File: config.mk
export PLATFORM = sky130hd
export DESIGN_NAME = mfm_wr_enc
export DESIGN_NICKNAME = d
export VERILOG_FILES = /design/src/rtl/mfm_enc_pkg.sv /design/src/rtl/mfm_tok_src.sv /design/src/rtl/mfm_crc16.sv /design/src/rtl/mfm_cell_coder.sv /design/src/rtl/mfm_cell_shift.sv /design/src/rtl/mfm_wr_enc.sv
export SDC_FILE = /design/constraint.sdc
export NUM_CORES = 1
export LEC_CHECK = 0
export BUFFER_PORTS_ARGS = -buffer_cell sky130_fd_sc_hd__buf_4
export CORE_UTILIZATION = 50
export CTS_CLUSTER_DIAMETER = 200
export DETAILED_ROUTE_END_ITERATION = 8
export PLACE_DENSITY = 0.67
export SYNTH_ARGS = -nofsm -noshare
export SYNTH_HDL_FRONTEND = slang
export SYNTH_SLANG_ARGS = --single-unit
File: constraint.sdc
create_clock -name clk -period 3.85 [get_ports clk]
set_input_delay 0.77 -clock clk [delete_from_list [all_inputs] [get_ports clk]]
set_output_delay 0.77 -clock clk [all_outputs]
set_load 0.02 [all_outputs]
File: src/rtl/mfm_enc_pkg.sv
`timescale 1ns/1ps
package mfm_enc_pkg;
  localparam int BYTE_W = 8;
  localparam int CELL_W = 2 * BYTE_W;
  localparam int CRC_W  = 2 * BYTE_W;

  typedef enum logic [2:0] {
    K_DATA    = 3'd0,
    K_SYNC_A1 = 3'd1,
    K_SYNC_C2 = 3'd2,
    K_CRC_HI  = 3'd3,
    K_CRC_LO  = 3'd4
  } tok_kind_e;

  typedef struct packed {
    tok_kind_e             kind;
    logic [BYTE_W-1:0]     val;
  } tok_t;
endpackage

File: src/rtl/mfm_tok_src.sv
`timescale 1ns/1ps
// Input handshake, one-byte holding slot, command decode and
// sequencing of the two checksum bytes.
module mfm_tok_src
  import mfm_enc_pkg::*;
#(
  parameter logic [BYTE_W-1:0] CMD_SYNC_A1 = 8'hF5,
  parameter logic [BYTE_W-1:0] CMD_SYNC_C2 = 8'hF6,
  parameter logic [BYTE_W-1:0] CMD_CRC     = 8'hF7,
  parameter logic [BYTE_W-1:0] A1_VAL      = 8'hA1,
  parameter logic [BYTE_W-1:0] C2_VAL      = 8'hC2
) (
  input  logic              clk,
  input  logic              rst_n,
  input  logic              in_valid,
  input  logic [BYTE_W-1:0] in_byte,
  output logic              in_ready,
  input  logic              take,
  input  logic              last_cell,
  input  logic [CRC_W-1:0]  crc_q,
  output logic              tok_avail,
  output tok_t              tok
);

  logic              hold_full_q, hold_full_n;
  logic [BYTE_W-1:0] hold_byte_q, hold_byte_n;
  logic              lo_pend_q, lo_pend_n;
  logic              lo_busy_q, lo_busy_n;
  logic [BYTE_W-1:0] lo_byte_q, lo_byte_n;
  logic              accept;
  logic [BYTE_W-1:0] src_byte;

  function automatic tok_t classify(input logic [BYTE_W-1:0] b,
                                    input logic [CRC_W-1:0]  c);
    tok_t t;
    if (b == CMD_SYNC_A1) begin
      t.kind = K_SYNC_A1;
      t.val  = A1_VAL;
    end else if (b == CMD_SYNC_C2) begin
      t.kind = K_SYNC_C2;
      t.val  = C2_VAL;
    end else if (b == CMD_CRC) begin
      t.kind = K_CRC_HI;
      t.val  = c[CRC_W-1 -: BYTE_W];
    end else begin
      t.kind = K_DATA;
      t.val  = b;
    end
    return t;
  endfunction

  assign in_ready  = !hold_full_q && !lo_pend_q && !lo_busy_q;
  assign accept    = in_valid && in_ready;
  assign tok_avail = lo_pend_q || hold_full_q || accept;
  assign src_byte  = hold_full_q ? hold_byte_q : in_byte;

  always_comb begin
    if (lo_pend_q) begin
      tok.kind = K_CRC_LO;
      tok.val  = lo_byte_q;
    end else begin
      tok = classify(src_byte, crc_q);
    end
  end

  always_comb begin
    hold_full_n = hold_full_q;
    hold_byte_n = hold_byte_q;
    lo_pend_n   = lo_pend_q;
    lo_busy_n   = lo_busy_q;
    lo_byte_n   = lo_byte_q;
    if (take) begin
      if (lo_pend_q) begin
        lo_pend_n = 1'b0;
        lo_busy_n = 1'b1;
      end else begin
        hold_full_n = 1'b0;
        if (tok.kind == K_CRC_HI) begin
          lo_pend_n = 1'b1;
          lo_byte_n = crc_q[BYTE_W-1:0];
        end
      end
    end else begin
      if (accept) begin
        hold_full_n = 1'b1;
        hold_byte_n = in_byte;
      end
      if (last_cell) begin
        lo_busy_n = 1'b0;
      end
    end
  end

  always_ff @(posedge clk or negedge rst_n) begin
    if (!rst_n) begin
      hold_full_q <= 1'b0;
      hold_byte_q <= '0;
      lo_pend_q   <= 1'b0;
      lo_busy_q   <= 1'b0;
      lo_byte_q   <= '0;
    end else begin
      hold_full_q <= hold_full_n;
      hold_byte_q <= hold_byte_n;
      lo_pend_q   <= lo_pend_n;
      lo_busy_q   <= lo_busy_n;
      lo_byte_q   <= lo_byte_n;
    end
  end

endmodule

File: src/rtl/mfm_crc16.sv
`timescale 1ns/1ps
// Byte-wide checksum register: bit-serial CRC unrolled over one byte.
module mfm_crc16
  import mfm_enc_pkg::*;
#(
  parameter logic [CRC_W-1:0] POLY   = 16'h1021,
  parameter logic [CRC_W-1:0] INIT   = 16'hFFFF,
  parameter logic [CRC_W-1:0] PRESET = 16'hCDB4
) (
  input  logic              clk,
  input  logic              rst_n,
  input  logic              upd,
  input  logic              preset,
  input  logic [BYTE_W-1:0] din,
  output logic [CRC_W-1:0]  crc_q
);

  logic [CRC_W-1:0] crc_step;
  logic [CRC_W-1:0] crc_n;

  always_comb begin
    logic [CRC_W-1:0] c;
    logic             fb;
    c = crc_q;
    for (int i = BYTE_W - 1; i >= 0; i--) begin
      fb = c[CRC_W-1] ^ din[i];
      c  = {c[CRC_W-2:0], 1'b0};
      if (fb) c = c ^ POLY;
    end
    crc_step = c;
  end

  always_comb begin
    crc_n = crc_q;
    if (preset)   crc_n = PRESET;
    else if (upd) crc_n = crc_step;
  end

  always_ff @(posedge clk or negedge rst_n) begin
    if (!rst_n) crc_q <= INIT;
    else        crc_q <= crc_n;
  end

endmodule

File: src/rtl/mfm_cell_coder.sv
`timescale 1ns/1ps
// Combinational byte-to-cells expansion with per-kind clock removal.
module mfm_cell_coder
  import mfm_enc_pkg::*;
#(
  parameter int A1_GAP_CELL = 5,
  parameter int C2_GAP_CELL = 7
) (
  input  tok_t              tok,
  input  logic              prev_bit,
  output logic [CELL_W-1:0] cells,
  output logic              last_bit
);

  logic [BYTE_W:0] chain;

  assign chain[BYTE_W] = prev_bit;

  genvar g;
  generate
    for (g = BYTE_W - 1; g >= 0; g--) begin : g_bit
      logic d;
      logic clk_cell;
      assign d = tok.val[g];
      assign chain[g] = d;
      if (2 * g + 1 == A1_GAP_CELL && 2 * g + 1 == C2_GAP_CELL) begin : g_both
        assign clk_cell = !chain[g+1] && !d &&
                          (tok.kind != K_SYNC_A1) && (tok.kind != K_SYNC_C2);
      end else if (2 * g + 1 == A1_GAP_CELL) begin : g_a1
        assign clk_cell = !chain[g+1] && !d && (tok.kind != K_SYNC_A1);
      end else if (2 * g + 1 == C2_GAP_CELL) begin : g_c2
        assign clk_cell = !chain[g+1] && !d && (tok.kind != K_SYNC_C2);
      end else begin : g_plain
        assign clk_cell = !chain[g+1] && !d;
      end
      assign cells[2*g+1] = clk_cell;
      assign cells[2*g]   = d;
    end
  endgenerate

  assign last_bit = chain[0];

endmodule

File: src/rtl/mfm_cell_shift.sv
`timescale 1ns/1ps
// Cell serialiser: one cell per enable, fetches a new byte when empty.
module mfm_cell_shift
  import mfm_enc_pkg::*;
(
  input  logic              clk,
  input  logic              rst_n,
  input  logic              cell_en,
  input  logic              tok_avail,
  input  logic [CELL_W-1:0] cells,
  input  logic              last_bit,
  output logic              take,
  output logic              last_cell,
  output logic              cell_out,
  output logic              cell_act,
  output logic              prev_bit
);

  localparam int CNT_W = $clog2(CELL_W);
  localparam logic [CNT_W-1:0] REM_FULL = CNT_W'(CELL_W - 1);

  logic [CELL_W-2:0] sh_q, sh_n;
  logic [CNT_W-1:0]  rem_q, rem_n;
  logic              out_q, out_n;
  logic              act_q, act_n;
  logic              prev_q, prev_n;
  logic              busy;

  assign busy      = (rem_q != '0);
  assign take      = cell_en && !busy && tok_avail;
  assign last_cell = cell_en && (rem_q == CNT_W'(1));

  always_comb begin
    sh_n   = sh_q;
    rem_n  = rem_q;
    out_n  = out_q;
    act_n  = act_q;
    prev_n = prev_q;
    if (cell_en) begin
      if (busy) begin
        out_n = sh_q[CELL_W-2];
        sh_n  = {sh_q[CELL_W-3:0], 1'b0};
        rem_n = rem_q - CNT_W'(1);
        act_n = 1'b1;
      end else if (tok_avail) begin
        out_n  = cells[CELL_W-1];
        sh_n   = cells[CELL_W-2:0];
        rem_n  = REM_FULL;
        act_n  = 1'b1;
        prev_n = last_bit;
      end else begin
        out_n = 1'b0;
        act_n = 1'b0;
      end
    end
  end

  always_ff @(posedge clk or negedge rst_n) begin
    if (!rst_n) begin
      sh_q   <= '0;
      rem_q  <= '0;
      out_q  <= 1'b0;
      act_q  <= 1'b0;
      prev_q <= 1'b0;
    end else begin
      sh_q   <= sh_n;
      rem_q  <= rem_n;
      out_q  <= out_n;
      act_q  <= act_n;
      prev_q <= prev_n;
    end
  end

  assign cell_out = out_q;
  assign cell_act = act_q;
  assign prev_bit = prev_q;

endmodule

File: src/rtl/mfm_wr_enc.sv
`timescale 1ns/1ps
module mfm_wr_enc
  import mfm_enc_pkg::*;
#(
  parameter logic [BYTE_W-1:0] CMD_SYNC_A1 = 8'hF5,
  parameter logic [BYTE_W-1:0] CMD_SYNC_C2 = 8'hF6,
  parameter logic [BYTE_W-1:0] CMD_CRC     = 8'hF7,
  parameter logic [CRC_W-1:0]  CRC_POLY    = 16'h1021,
  parameter logic [CRC_W-1:0]  CRC_INIT    = 16'hFFFF,
  parameter logic [CRC_W-1:0]  CRC_PRESET  = 16'hCDB4,
  parameter int                RST_STAGES  = 2
) (
  input  logic              clk,
  input  logic              rst_n,
  input  logic              cell_en,
  input  logic              in_valid,
  input  logic [BYTE_W-1:0] in_byte,
  output logic              in_ready,
  output logic              cell_out,
  output logic              cell_act
);

  logic [RST_STAGES-1:0] rst_sync_q;
  logic                  rst_core_n;
  logic                  take;
  logic                  last_cell;
  logic                  tok_avail;
  tok_t                  tok;
  tok_kind_e             tok_kind;
  logic [CRC_W-1:0]      crc_q;
  logic [CELL_W-1:0]     cells;
  logic                  last_bit;
  logic                  prev_bit;

  always_ff @(posedge clk or negedge rst_n) begin
    if (!rst_n) rst_sync_q <= '0;
    else        rst_sync_q <= {rst_sync_q[RST_STAGES-2:0], 1'b1};
  end
  assign rst_core_n = rst_sync_q[RST_STAGES-1];

  assign tok_kind = tok.kind;

  mfm_tok_src #(
    .CMD_SYNC_A1 (CMD_SYNC_A1),
    .CMD_SYNC_C2 (CMD_SYNC_C2),
    .CMD_CRC     (CMD_CRC)
  ) i_src (
    .clk       (clk),
    .rst_n     (rst_core_n),
    .in_valid  (in_valid),
    .in_byte   (in_byte),
    .in_ready  (in_ready),
    .take      (take),
    .last_cell (last_cell),
    .crc_q     (crc_q),
    .tok_avail (tok_avail),
    .tok       (tok)
  );

  mfm_crc16 #(
    .POLY   (CRC_POLY),
    .INIT   (CRC_INIT),
    .PRESET (CRC_PRESET)
  ) i_crc (
    .clk    (clk),
    .rst_n  (rst_core_n),
    .upd    (take && (tok_kind == K_DATA)),
    .preset (take && (tok_kind == K_SYNC_A1)),
    .din    (tok.val),
    .crc_q  (crc_q)
  );

  mfm_cell_coder i_coder (
    .tok      (tok),
    .prev_bit (prev_bit),
    .cells    (cells),
    .last_bit (last_bit)
  );

  mfm_cell_shift i_shift (
    .clk       (clk),
    .rst_n     (rst_core_n),
    .cell_en   (cell_en),
    .tok_avail (tok_avail),
    .cells     (cells),
    .last_bit  (last_bit),
    .take      (take),
    .last_cell (last_cell),
    .cell_out  (cell_out),
    .cell_act  (cell_act),
    .prev_bit  (prev_bit)
  );

endmodule

After elaboration in Yosys (flattened, before gate mapping)
Index checks and enable logic that the tools add are counted.

Register bits after elaboration: 59. Input bits: 12. Output and inout port bits: 3. Logic and storage cells: 118.

$add $sub $neg: 1. Equality and inequality tests: 10. Multiplexer cells: 31. Bitwise logic cells: 19. Reduce and logical (&&, ||, !) cells: 45.

Operators by type and width (count): 13-bit 2-to-1 mux (8); 11-bit 2-to-1 mux (3); 16-bit 2-to-1 mux (2); 15-bit 2-to-1 mux (2); 8-bit == test, second input constant (3); 3-bit NOT (8); 1-bit logical AND (18); 1-bit logical NOT (13); 1-bit 2-to-1 mux (12); 10-bit 2-to-1 mux (1); 4-bit 2-to-1 mux (2); 8-bit 2-to-1 mux (1); 2-bit AND reduction (4); 2-bit nonzero test (4); 1-bit bitwise XOR (8); 3-bit AND reduction (2); 4-bit by 1-bit == test with 1-bit output, second input constant (1); 4-bit nonzero test (1); 4-bit by 1-bit subtractor with 4-bit output, second input constant (1); 3-bit by 1-bit == test with 1-bit output, second input constant (1); 3-bit by 2-bit == test with 1-bit output, second input constant (1); 3-bit logical NOT (1); 3-bit by 1-bit inequality test with 1-bit output, second input constant (1); 3-bit by 2-bit inequality test with 1-bit output, second input constant (1); 4 further kinds (7).

Logic depth before layout (Yosys ltp)
Gate-level depths: netlist of run 1.

Depth after elaboration: 24. Gate-level depth with buffers: 10. Depth with buffers taken out: 8.

Cells and area by module
From an unflattened synthesis of run 1, not the netlist that was laid out.

Cells, all modules: 302. Area, all modules: 3460.8 µm².

Modules (own cells, without submodules): mfm_tok_src (instances 1, cells an instance 102, area each 1143.6 µm², sequential area each 475.5 µm²); mfm_cell_shift (instances 1, cells an instance 89, area each 1028.5 µm², sequential area each 550.5 µm²); mfm_crc16 (instances 1, cells an instance 79, area each 1028.5 µm², sequential area each 420.4 µm²); mfm_cell_coder (instances 1, cells an instance 27, area each 178.9 µm², sequential area each 0.0 µm²); mfm_wr_enc (instances 1, cells an instance 5, area each 81.3 µm², sequential area each 50.0 µm²).

Least setup slack after synthesis of run 1
OpenSTA, ideal clock, no wires.

Kind: input to register. Start point: in in_byte[0]. End point: reg i_crc.crc_q[13]. Arrival: 2.363 ns. Data required time: 3.771 ns. Path slack: 1.408 ns. Cell stages on the path: 9. Path through: buf_6 > nor2b_4 > a32o_1 > a21boi_4 > or3_4 > a31oi_4 > xnor2_1 > xnor2_1 > a22o_1.

Cells in the longest elaborated chain, start to end: 12. Elaborated cells between the ends (all ways): 19.

Ends and longest elaborated chain: from (decl) (RTL line mfm_wr_enc.sv:17) `input logic [BYTE_W-1:0] in_byte,`; 8-bit 2-to-1 mux (*) (RTL line mfm_tok_src.sv:55) `assign src_byte = hold_full_q ? hold_byte_q : in_byte;`; 8-bit == test (RTL line mfm_tok_src.sv:42) `end else if (b == CMD_CRC) begin`; 10-bit 2-to-1 mux (RTL line mfm_tok_src.sv:42); 11-bit 2-to-1 mux (RTL line mfm_tok_src.sv:39) `end else if (b == CMD_SYNC_C2) begin`; 11-bit 2-to-1 mux (*) (RTL line mfm_tok_src.sv:36) `if (b == CMD_SYNC_A1) begin`; 11-bit 2-to-1 mux (*) (RTL line mfm_tok_src.sv:58) `if (lo_pend_q) begin`; 1-bit bitwise XOR (RTL line mfm_crc16.sv:26) `fb = c[CRC_W-1] ^ din[i];`; 13-bit 2-to-1 mux (RTL line mfm_crc16.sv:28) `if (fb) c = c ^ POLY;`; 1-bit bitwise XOR (RTL line mfm_crc16.sv:26); 13-bit 2-to-1 mux (RTL line mfm_crc16.sv:28); 16-bit 2-to-1 mux (RTL line mfm_crc16.sv:36) `else if (upd) crc_n = crc_step;`; 16-bit 2-to-1 mux (RTL line mfm_crc16.sv:35) `if (preset) crc_n = PRESET;`; to (signal assigned) (RTL line mfm_crc16.sv:41) `else crc_q <= crc_n;`; to (decl) (RTL line mfm_crc16.sv:15) `output logic [CRC_W-1:0] crc_q`.

Every way passes the cells marked *; elsewhere a longest branch is shown, timed or not. The select of a mux whose other input is x is not followed. A chain may end at the register's enable or synchronous reset.

Worst setup path in the final report of run 1
Start point: reg i_src.hold_full_q. End point: reg i_crc.crc_q[7].

Cells in the longest elaborated chain, start to end: 18. Elaborated cells between the ends (all ways): 34.

Ends and longest elaborated chain: from (decl) (RTL line mfm_tok_src.sv:25) `logic hold_full_q, hold_full_n;`; from (signal assigned) (RTL line mfm_tok_src.sv:102) `hold_full_q <= hold_full_n;`; 8-bit 2-to-1 mux (RTL line mfm_tok_src.sv:55); 8-bit == test (RTL line mfm_tok_src.sv:42); 10-bit 2-to-1 mux (RTL line mfm_tok_src.sv:42); 11-bit 2-to-1 mux (RTL line mfm_tok_src.sv:39); 11-bit 2-to-1 mux (RTL line mfm_tok_src.sv:36); 11-bit 2-to-1 mux (RTL line mfm_tok_src.sv:58); 1-bit bitwise XOR (RTL line mfm_crc16.sv:26); 13-bit 2-to-1 mux (5 in series) (RTL line mfm_crc16.sv:28); 3-bit NOT (no line); 13-bit 2-to-1 mux (3 in series) (RTL line mfm_crc16.sv:28); 16-bit 2-to-1 mux (RTL line mfm_crc16.sv:36); 16-bit 2-to-1 mux (RTL line mfm_crc16.sv:35).

Parallel ways exist; a longest one is shown, timed or not. The select of a mux whose other input is x is not followed.

==> impl_metrics.yaml, run 1 <==
final_layout:
  layout-drive-gt1-share_pct: 26.3
  num_antenna_cells: 0
  layoutNonFillerInstCount: 465
  fill_cells: 616
  nets: 378
  fin_area_sq_mm: 0.00392
  syn_to_final_growth_pct: 10.7
place:
  routabilityCongestion: 0.808
  dp.final_hpwl_mm: 5.51
  numPortBuffers: 14
  placedCellCount: 449
  dpl_cell_area_sq_mm: 0.00371
  pre_cts_slack_ns: 1.02
timing:
  hold_violations: 0
  period_needed_ns: 2.88
  min_period_over_period_pct: 74.9
  slew-limit-headroom_pct: 49.3
  setup_slack_ns: 0.967
  skew_ns: 0.0111
  setup_viol_count_final: 0
  tightest_slew_ns: 0.761
  whs_ns: 0.200
  finalMaxSlewViolations: 0
  fmax_ghz: 0.347
  rsz0062_at_grt: "no"
  tns_ns: 0
grt:
  antenna_found_initial: 0
  grt_usage_pct: 23.8
  grt_pass1_wl_mm: 13.3
  grt_max_degree: 36
  grt_pass1_vias: 2578
  overflow: 0
critical_path:
  worstPathArrival_ns: 3.13
  crit_start: "i_src.hold_full_q$_DFFE_PN0P_"
  critical_path_class: "flip-flop to flip-flop"
  end_kind: "flip-flop"
  cp.required_ns: 4.10
  timing.critical_path.fanout_max: 21
  cp-start-kind: "flip-flop"
  r2r_start: "i_src.hold_full_q$_DFFE_PN0P_"
  reg2reg_slack_ns: 0.97
power:
  p_int_uw: 1990
  ir_worst_vdd_mv: 0.412
  p_switching_uw: 1320
  p_seq_share_pct: 34.9
  power.density_mw_per_mm2: 844
  clockPowerShare_pct: 18.9
  swShare_pct: 39.9
  power_frac_comb_pct: 46.2
  p_leak_uw: 0.00161
clocking:
  cts-root-buf: "clkbuf_8"
  cts_setup_buffers: 0
  cts_max_path_buffers: 2
  h-tree-depth: 3
  cts_tree: "done"
  clock_latency_ns: 0.35
  numCtsBuffers: 9
  holdBufCountCts: 0
  clk_pin_slew_ns: 0.07
  cts_resized: 0
  cts_sinks: 59
synth:
  yosys-top-cells-count: "dfrtp_1 (43), nand2_1 (34), nor2_1 (27)"
  synth-seq-cells: 59
  synth.area.top_cells: "dfrtp_1 (30%), dfstp_2 (12%), mux2_2 (6.4%)"
  yosys.area_share.simple_pct: 14.0
  synth-async-reset-ratio_pct: 100
  synth-xor-area-share_pct: 8.05
  synthAdderAreaFrac_pct: 0.706
  syn_area_per_cell_sq_um: 10.0
  seq_area_frac_synth_pct: 42.2
  synth_mux_area_share_pct: 7.77
  synthFlopType: "dfrtp_1"
  syn-cell-area_sq_mm: 0.00354
  yosys_warnings: 0
  synth_compound_area_share_pct: 22.9
  yosys.area.top_type: "dfrtp_1"
  synth_cell_types: 71
  yosysMostFrequentCell: "dfrtp_1"
  yosys.area.top_type_share_pct: 30.4
  synthCells: 354
  synth_edf_count: 0
  synth_fp_nets: 368
  synth_top_family_by_area: "compound AO/OA/AOI/OAI gates"
die:
  die_w_um: 86.2
  boundaryPins: 15
  start_util_pct: 51.9
  num_rows: 30
  die_area_sq_mm: 0.00743
  core_area_sq_mm: 0.00683
  die_h_um: 86.2
routing:
  first_pass_iters: 4
  wl_met1_mm: 3.86
  via_count: 2636
  ant_nets: 0
  drt-initial-drc-count: 175
  finalWirelength_mm: 7.77
  drcViolationCount: 0
  wl_met3_um: 326
  wl_per_cell_um: 16.7
  met2_length_mm: 3.47
  highest_layer: "met4"
  via_per_inst: 5.67
outcome:
  status: "finished clean"
hold_path:
  hp-class: "input pin to asynchronous set/reset pin"
job:
  cap_violations: 0
## area by class of cell
class | instances | area [sq um] | share of cell area (%)
multi-input combinational | 263 | 1900 | 48.4
sequential | 59 | 1500 | 38.2
clock buffer | 9 | 124 | 3.16
clock inverter | 7 | 91.3 | 2.33
inverter | 11 | 41.3 | 1.05
tap | 96 | 120 | 3.06
timing repair buffer | 20 | 150 | 3.83
## through the flow
stage,total power (uW),util (%)
after floorplan,2370,-
after global placement,2660,54.3
after detailed placement,2680,54.3
after CTS,3320,57.4
after global routing,3560,57.4
final,3310,57.4
## cells by family (layout without fill, tap and decap cells)
| kind of cell | count (synthesis) | after routing |
|---|---|---|
| AOI/OAI and AO/OA | 111 | 111 |
| xor gates and xnor gates | 30 | 30 |
| adders and majority gates | 2 | 2 |
| buffers and inverters | 32 | 47 |
| DFF | 59 | 59 |
| muxes | 25 | 25 |
| other | 1 | 1 |
| and+or+nand+nor | 94 | 94 |
## critical path, cell delays in order (launching register included)
cell and delay (ns):
dfrtp_1 0.79, nand2_1 0.24, nor3_4 0.32, nor2_1 0.19
o32a_1 0.38, a31o_2 0.31, xor2_1 0.31, xnor2_1 0.16
a21oi_1 0.08
## sequential cells by signal, indices dropped and copies added, names as in the netlist
signal,count
rst_sync_q,2
i_crc.crc_q,16
i_shift.sh_q,15
i_src.hold_byte_q,8
i_src.lo_busy_q,1
i_shift.rem_q,4
i_shift.prev_bit,1
i_shift.cell_act,1
i_src.lo_byte_q,8
i_src.lo_pend_q,1
i_src.hold_full_q,1
i_shift.cell_out,1
## cell usage in the layout (no fill, tap or decap), types with 4 or more instances in the layout
cell type / instances
and2_1: 4
a22oi_1: 4
buf_4: 20
dfrtp_1: 42
o211ai_1: 4
a211oi_1: 5
dfstp_2: 16
o21a_1: 4
nor3_1: 4
clkbuf_8: 9
nand2_1: 34
xor2_1: 12
inv_1: 10
nor3b_1: 4
mux2_2: 20
o21ai_0: 24
nand3_1: 5
nor2_1: 27
xnor2_1: 15
a21oi_1: 25
mux2i_1: 5
## per-layer routing
| layer | vias up | global-route usage (%) |
|---|---|---|
| li1 | 1310 | - |
| met3 | 8 | 4.19 |
| met4 | 0 | 11.8 |
| met1 | 1269 | 34.7 |
| met2 | 49 | 34.1 |
| met5 | - | 0 |
## path summary, 6_finish.rpt
kind | cells after the start | to
worst max-delay path | 8 | i_crc.crc_q[7]$_DFFE_PN1P_
worst min-delay path | 1 | rst_sync_q[1]$_DFF_PN0_
worst max register to register | 8 | i_crc.crc_q[7]$_DFFE_PN1P_
worst min register to register | 0 | i_src.lo_byte_q[1]$_DFFE_PN0P_
max in group asynchronous | 1 | i_shift.sh_q[10]$_DFFE_PN0P_
min in group clk | 0 | rst_sync_q[1]$_DFF_PN0_
## power groups by stage
stage               sequential [uW]  combinational, uW  clock (uW)
global placement               1160               1510           0
finish                         1150               1530         627
CTS                            1150               1530         638
global route                   1190               1690         672
floorplan                      1060               1300           0
detailed placement             1160               1520           0
Note: power is estimated with default switching activity, not from simulation.
==> run 2: changes to the inputs <==
- ABC_AREA: unset -> 1
- PLACE_DENSITY: 0.67 -> 0.7
- clock period: 3.85 -> 2.5 ns (I/O delays scaled with it)
==> impl_metrics.yaml, run 2 <==
power:
  p_switching_uw: 2210
  ir_worst_vdd_mv: 0.628
  power_frac_comb_pct: 48.4
  p_leak_uw: 0.00196
  power.density_mw_per_mm2: 1290
  p_seq_share_pct: 34.0
  swShare_pct: 45.0
  p_int_uw: 2700
  clockPowerShare_pct: 17.6
die:
  start_util_pct: 52.3
  core_area_sq_mm: 0.00642
  num_rows: 29
  die_w_um: 84.0
  die_h_um: 84.0
  boundaryPins: 15
  die_area_sq_mm: 0.00705
critical_path:
  reg2reg_slack_ns: 0.16
  r2r-end: "i_crc.crc_q[10]$_DFFE_PN1P_"
  r2r_cells: 13
  timing.critical_path.fanout_max: 14
  cp-start-kind: "flip-flop"
  r2r_start: "i_src.hold_full_q$_DFFE_PN0P_"
  cp.required_ns: 2.77
  end_kind: "flip-flop"
  critical_path_class: "flip-flop to flip-flop"
  worstPathArrival_ns: 2.61
timing:
  setup_viol_count_final: 0
  slew-limit-headroom_pct: 59.1
  fmax_ghz: 0.427
  finalMaxSlewViolations: 0
  period_needed_ns: 2.34
  hold_violations: 0
  tns_ns: 0
  skew_ns: 0.0131
  min_period_over_period_pct: 93.6
  whs_ns: 0.288
  tightest_slew_ns: 0.614
grt:
  grt_usage_pct: 23.6
  grt_pass1_vias: 2743
  grt_pass1_wl_mm: 12.9
  overflow: 0
  antenna_found_initial: 0
  grt_max_degree: 31
synth:
  synthFlopType: "dfrtp_1"
  synthAdderAreaFrac_pct: 0.745
  syn-cell-area_sq_mm: 0.00336
  synthCells: 436
  synth.area.top_cells: "dfrtp_1 (32%), nand2_1 (15%), dfstp_2 (13%)"
  synth-xor-area-share_pct: 0.745
  synth-seq-cells: 59
  yosysMostFrequentCell: "nand2_1"
  yosys-top-cells-count: "nand2_1 (134), inv_1 (51), nand3_1 (48)"
  yosys.area_share.simple_pct: 34.4
  syn_area_per_cell_sq_um: 7.71
  yosys.area.top_type: "dfrtp_1"
  synth_top_family_by_area: "simple AND/OR/NAND/NOR gates"
  synth_fp_nets: 450
  yosys_warnings: 0
  yosys.area.top_type_share_pct: 32.0
  synth_edf_count: 0
  synth_mux_area_share_pct: 1.68
  synth_cell_types: 39
  synth-async-reset-ratio_pct: 100
  synth_compound_area_share_pct: 9.65
  seq_area_frac_synth_pct: 44.5
final_layout:
  num_antenna_cells: 0
  fin_area_sq_mm: 0.00381
  fill_cells: 555
  reg.largest.list: "i_crc.crc_q (16), i_shift.sh_q (15)"
  nets: 477
  max_flop_register: "i_crc.crc_q"
  layoutNonFillerInstCount: 545
  largest_reg_flops: 16
  final_common_cell: "nand2_1"
  final_cell_mix: "nand2_1 (133), inv_1 (51), nand3_1 (48)"
  syn_to_final_growth_pct: 13.4
  layout-drive-gt1-share_pct: 23.3
  fin_util_pct: 59.3
routing:
  wl_per_cell_um: 14.1
  via_per_inst: 5.42
  via_count: 2955
  finalWirelength_mm: 7.69
  drt-initial-drc-count: 173
  first_pass_iters: 7
  ant_nets: 0
  drcViolationCount: 4
clocking:
  clock_latency_ns: 0.35
  cts_tree: "done"
  cts_max_path_buffers: 2
  cts-root-buf: "clkbuf_8"
  clk_pin_slew_ns: 0.08
  cts_sinks: 59
  numCtsBuffers: 9
  h-tree-depth: 3
outcome:
  status: "finished with violations"
  violations: "design-rule violations"
job:
  cap_violations: 0
place:
  dp.final_hpwl_mm: 5.63
  numPortBuffers: 14
  placedCellCount: 526
  routabilityCongestion: 0.881
  dpl_cell_area_sq_mm: 0.00358
hold_path:
  hp-class: "flip-flop to asynchronous set/reset pin"
==> run 2: changes by cell type in the layout (fill, tap and decap cells not counted), moves of 5 or more <==
cell      change
nand2_1      +99
nand3_1      +43
inv_1        +41
nand2_2      +23
mux2_2       -15
xnor2_1      -15
a21oi_1      -14
xor2_1       -11
nor2_1        -8
nand3_2       +6
o21ai_0       +6
a211oi_1      -5
mux2i_1       -5
==> run 2: worst max path at each step <==
stage / startpoint / to / slack (ns) / cells after the start
after floorplan: i_src.hold_full_q$_DFFE_PN0P_ / i_src.hold_byte_q[4]$_DFFE_PN0P_ / 0.50 / 10
after global placement: i_src.hold_full_q$_DFFE_PN0P_ / i_crc.crc_q[14]$_DFFE_PN1P_ / 0.21 / 19
after detailed placement: i_src.hold_full_q$_DFFE_PN0P_ / i_crc.crc_q[10]$_DFFE_PN1P_ / 0.11 / 15
after CTS: i_src.hold_full_q$_DFFE_PN0P_ / i_crc.crc_q[10]$_DFFE_PN1P_ / 0.09 / 15
after global routing: i_src.hold_full_q$_DFFE_PN0P_ / i_crc.crc_q[7]$_DFFE_PN1P_ / -0.005 / 17
final: i_src.hold_full_q$_DFFE_PN0P_ / i_crc.crc_q[10]$_DFFE_PN1P_ / 0.16 / 13
==> run 2: routing by layer <==
layer / routed length (um) / vias to the layer above / global-route usage, %
li1: - / 1454 / -
met1: 3520 / 1412 / 31.2
met2: 3630 / 77 / 38.1
met3: 421 / 12 / 5.14
met4: 121 / 0 / 8.93
met5: 0 / - / 0
==> run 2: timing repair <==
action / 4_1_cts / 5_1_grt
resized for setup: 0 / 5
setup buffers: 0 / 2
endpoints found under the hold margin: 2 / 0
endpoints found under the setup margin: 0 / 17
hold buffers: 1 / 0
==> run 2: through the flow <==
step / total power [uW] / worst slack (ns)
6_report: 4910 / 0.159
5_1_grt: 5330 / -0.00537
4_1_cts: 4880 / 0.0888
3_5_place_dp: 3980 / 0.113
3_3_place_gp: 3920 / 0.214
2_1_floorplan: 3440 / 0.505
==> run 2: power by group through the flow <==
| stage | combinational (uW) | sequential, uW | clock [uW] |
|---|---|---|---|
| after floorplan | 1850 | 1590 | 0 |
| after global placement | 2240 | 1680 | 0 |
| after detailed placement | 2300 | 1690 | 0 |
| after CTS | 2320 | 1670 | 886 |
| after global routing | 2680 | 1710 | 929 |
| final | 2380 | 1670 | 865 |
==> run 2: area by class of cell <==
type | count | area (sq um) | area share (%)
multi-input combinational | 311 | 1600 | 41.9
clock buffer | 10 | 138 | 3.61
inverter | 56 | 213 | 5.58
clock inverter | 6 | 55.1 | 1.44
tap | 77 | 96.3 | 2.53
sequential | 59 | 1500 | 39.3
timing repair buffer | 26 | 214 | 5.61
==> run 2: kinds of logic after synthesis <==
| group | after synthesis |
|---|---|
| DFF | 59 |
| adders and majority gates | 2 |
| AOI/OAI and AO/OA | 57 |
| muxes | 5 |
| and+or+nand+nor | 244 |
| buffers and inverters | 66 |
| xor gates and xnor gates | 2 |
| other | 1 |
==> run 2: critical path, stage by stage (launching register included) <==
cell	delay [ns]
dfrtp_2	0.48
clkbuf_4	0.21
nor3_4	0.21
nand2_1	0.07
nand3_1	0.11
nand2_1	0.08
inv_2	0.06
nand2_1	0.12
nor2_2	0.23
nand4_2	0.18
inv_2	0.26
nand2_1	0.09
o22ai_1	0.11
inv_1	0.05
==> run 3: changes to the inputs <==
- PLACE_DENSITY: 0.7 -> 0.67
- clock period: 2.5 -> 2.8 ns (I/O delays scaled with it)
==> impl_metrics.yaml, run 3 (synthesis results as in run 2) <==
clocking:
  cts_max_path_buffers: 2
  clock_latency_ns: 0.34
  cts_setup_buffers: 0
  cts_resized: 0
  cts_tree: "done"
  cts-root-buf: "clkbuf_8"
  holdBufCountCts: 1
  cts_sinks: 59
  clk_pin_slew_ns: 0.07
  numCtsBuffers: 9
  h-tree-depth: 3
power:
  p_leak_uw: 0.00194
  p_seq_share_pct: 34.9
  p_switching_uw: 1960
  p_int_uw: 2330
  swShare_pct: 45.6
  power.density_mw_per_mm2: 1140
  clockPowerShare_pct: 16.5
  ir_worst_vdd_mv: 0.578
  power_frac_comb_pct: 48.5
place:
  numPortBuffers: 14
  placedCellCount: 527
  routabilityCongestion: 0.900
  dp.final_hpwl_mm: 5.81
timing:
  min_period_over_period_pct: 89.8
  period_needed_ns: 2.52
  tightest_slew_ns: 0.610
  slew-limit-headroom_pct: 59.3
  setup_viol_count_final: 0
  hold_violations: 0
  whs_ns: 0.282
  skew_ns: 0.00866
  fmax_ghz: 0.398
  finalMaxSlewViolations: 0
  tns_ns: 0
  rsz0062_at_grt: "no"
final_layout:
  multi_input_area_sq_mm: 0.00159
  syn_to_final_growth_pct: 12.4
  reg.largest.list: "i_crc.crc_q (16), i_shift.sh_q (15)"
  layout-drive-gt1-share_pct: 22.5
  max_flop_register: "i_crc.crc_q"
  num_antenna_cells: 0
  layoutNonFillerInstCount: 544
  final_cell_mix: "nand2_1 (134), inv_1 (51), nand3_1 (48)"
  largest_reg_flops: 16
  final_common_cell: "nand2_1"
  fill_cells: 608
  nets: 476
  regArea_sq_mm: 0.00150
critical_path:
  cp_slowest_stage_delay_ns: 0.55
  timing.critical_path.fanout_max: 12
  cp-start-kind: "flip-flop"
  r2r_start: "i_src.hold_full_q$_DFFE_PN0P_"
  path_cells: "inv_2 -> nand2_1 -> nand2_1 -> nand2_1 -> nor2_2 -> buf_4 -> nand2_8 -> nand2_1 -> nand3_2 -> nand2_2 -> nand2_1 -> nand2_1 -> nand2_1 -> nand3_1 -> nand3_1 -> nand2_1 -> inv_1"
  cpMostUsedCell: "nand2_1"
  worstPathArrival_ns: 2.79
  critical_path_class: "flip-flop to flip-flop"
  r2r-end: "i_crc.crc_q[8]$_DFFE_PN1P_"
  reg2reg_slack_ns: 0.28
  r2r_cells: 17
  cp.required_ns: 3.07
  end_kind: "flip-flop"
  slowest_stage: "dfrtp_1"
outcome:
  violations: "design-rule violations"
  status: "finished with violations"
routing:
  ant_nets: 0
  finalWirelength_mm: 7.98
  drcViolationCount: 2
  via_per_inst: 5.33
  drt-initial-drc-count: 168
  via_count: 2902
  wl_per_cell_um: 14.7
  first_pass_iters: 7
die:
  boundaryPins: 15
  num_rows: 29
  die_w_um: 84.0
  core_area_sq_mm: 0.00642
  die_h_um: 84.0
  die_area_sq_mm: 0.00705
  start_util_pct: 52.3
grt:
  grt_pass1_vias: 2918
  grt_pass1_wl_mm: 13.6
  grt_max_degree: 33
  grt_usage_pct: 24.9
  antenna_found_initial: 0
  overflow: 0
job:
  cap_violations: 0
hold_path:
  hp-class: "flip-flop to asynchronous set/reset pin"
## run 3: power groups by stage
stage / logic [uW] / clock network, uW / registers (uW)
3_3_place_gp: 1990 / 0 / 1500
3_5_place_dp: 2060 / 0 / 1510
2_1_floorplan: 1650 / 0 / 1420
4_1_cts: 2070 / 726 / 1500
6_report: 2080 / 710 / 1500
5_1_grt: 2350 / 760 / 1540
## run 3: worst max-delay path by stage
stage	from	to	slack, ns	cells after the start
after detailed placement	i_src.hold_full_q$_DFFE_PN0P_	i_crc.crc_q[14]$_DFFE_PN1P_	0.39	18
after global routing	i_src.hold_full_q$_DFFE_PN0P_	i_crc.crc_q[8]$_DFFE_PN1P_	0.06	17
after floorplan	i_src.hold_full_q$_DFFE_PN0P_	i_src.hold_byte_q[4]$_DFFE_PN0P_	0.80	10
final	i_src.hold_full_q$_DFFE_PN0P_	i_crc.crc_q[8]$_DFFE_PN1P_	0.28	17
after CTS	i_src.hold_full_q$_DFFE_PN0P_	i_crc.crc_q[8]$_DFFE_PN1P_	0.31	17
after global placement	i_src.hold_full_q$_DFFE_PN0P_	i_crc.crc_q[14]$_DFFE_PN1P_	0.41	18
## run 3: per-stage QoR
step	setup slack, ns	cell area, sq um	power, uW	util, %
2_1_floorplan	0.805	3360	3070	-
3_3_place_gp	0.414	3590	3500	55.9
3_5_place_dp	0.389	3590	3570	55.9
4_1_cts	0.312	3780	4300	58.8
5_1_grt	0.0577	3780	4650	58.8
6_report	0.284	3780	4290	58.8
## run 3: critical path, delay by kind of cell (launching register included)
family	cells	cell delay, ns
flops	1	0.55
buf+inv	3	0.45
simple gates	14	1.45
## run 3: routing by layer
layer / track usage, % / share of wire, % / up-vias
met2: 41.2 / 48 / 50
met5: 0 / 0 / -
met4: 11.1 / 2.0 / 0
li1: - / - / 1453
met3: 4.25 / 3.7 / 15
met1: 32.0 / 46 / 1384
## run 3: layout make-up
| type | count | area share [%] |
|---|---|---|
| inverters | 56 | 5.57 |
| clock buffers | 11 | 4.01 |
| flip-flops and latches | 59 | 39.7 |
| repair buffers | 25 | 5.37 |
| clock inverters | 5 | 0.729 |
| well taps | 77 | 2.55 |
| multi-input cells | 311 | 42.1 |
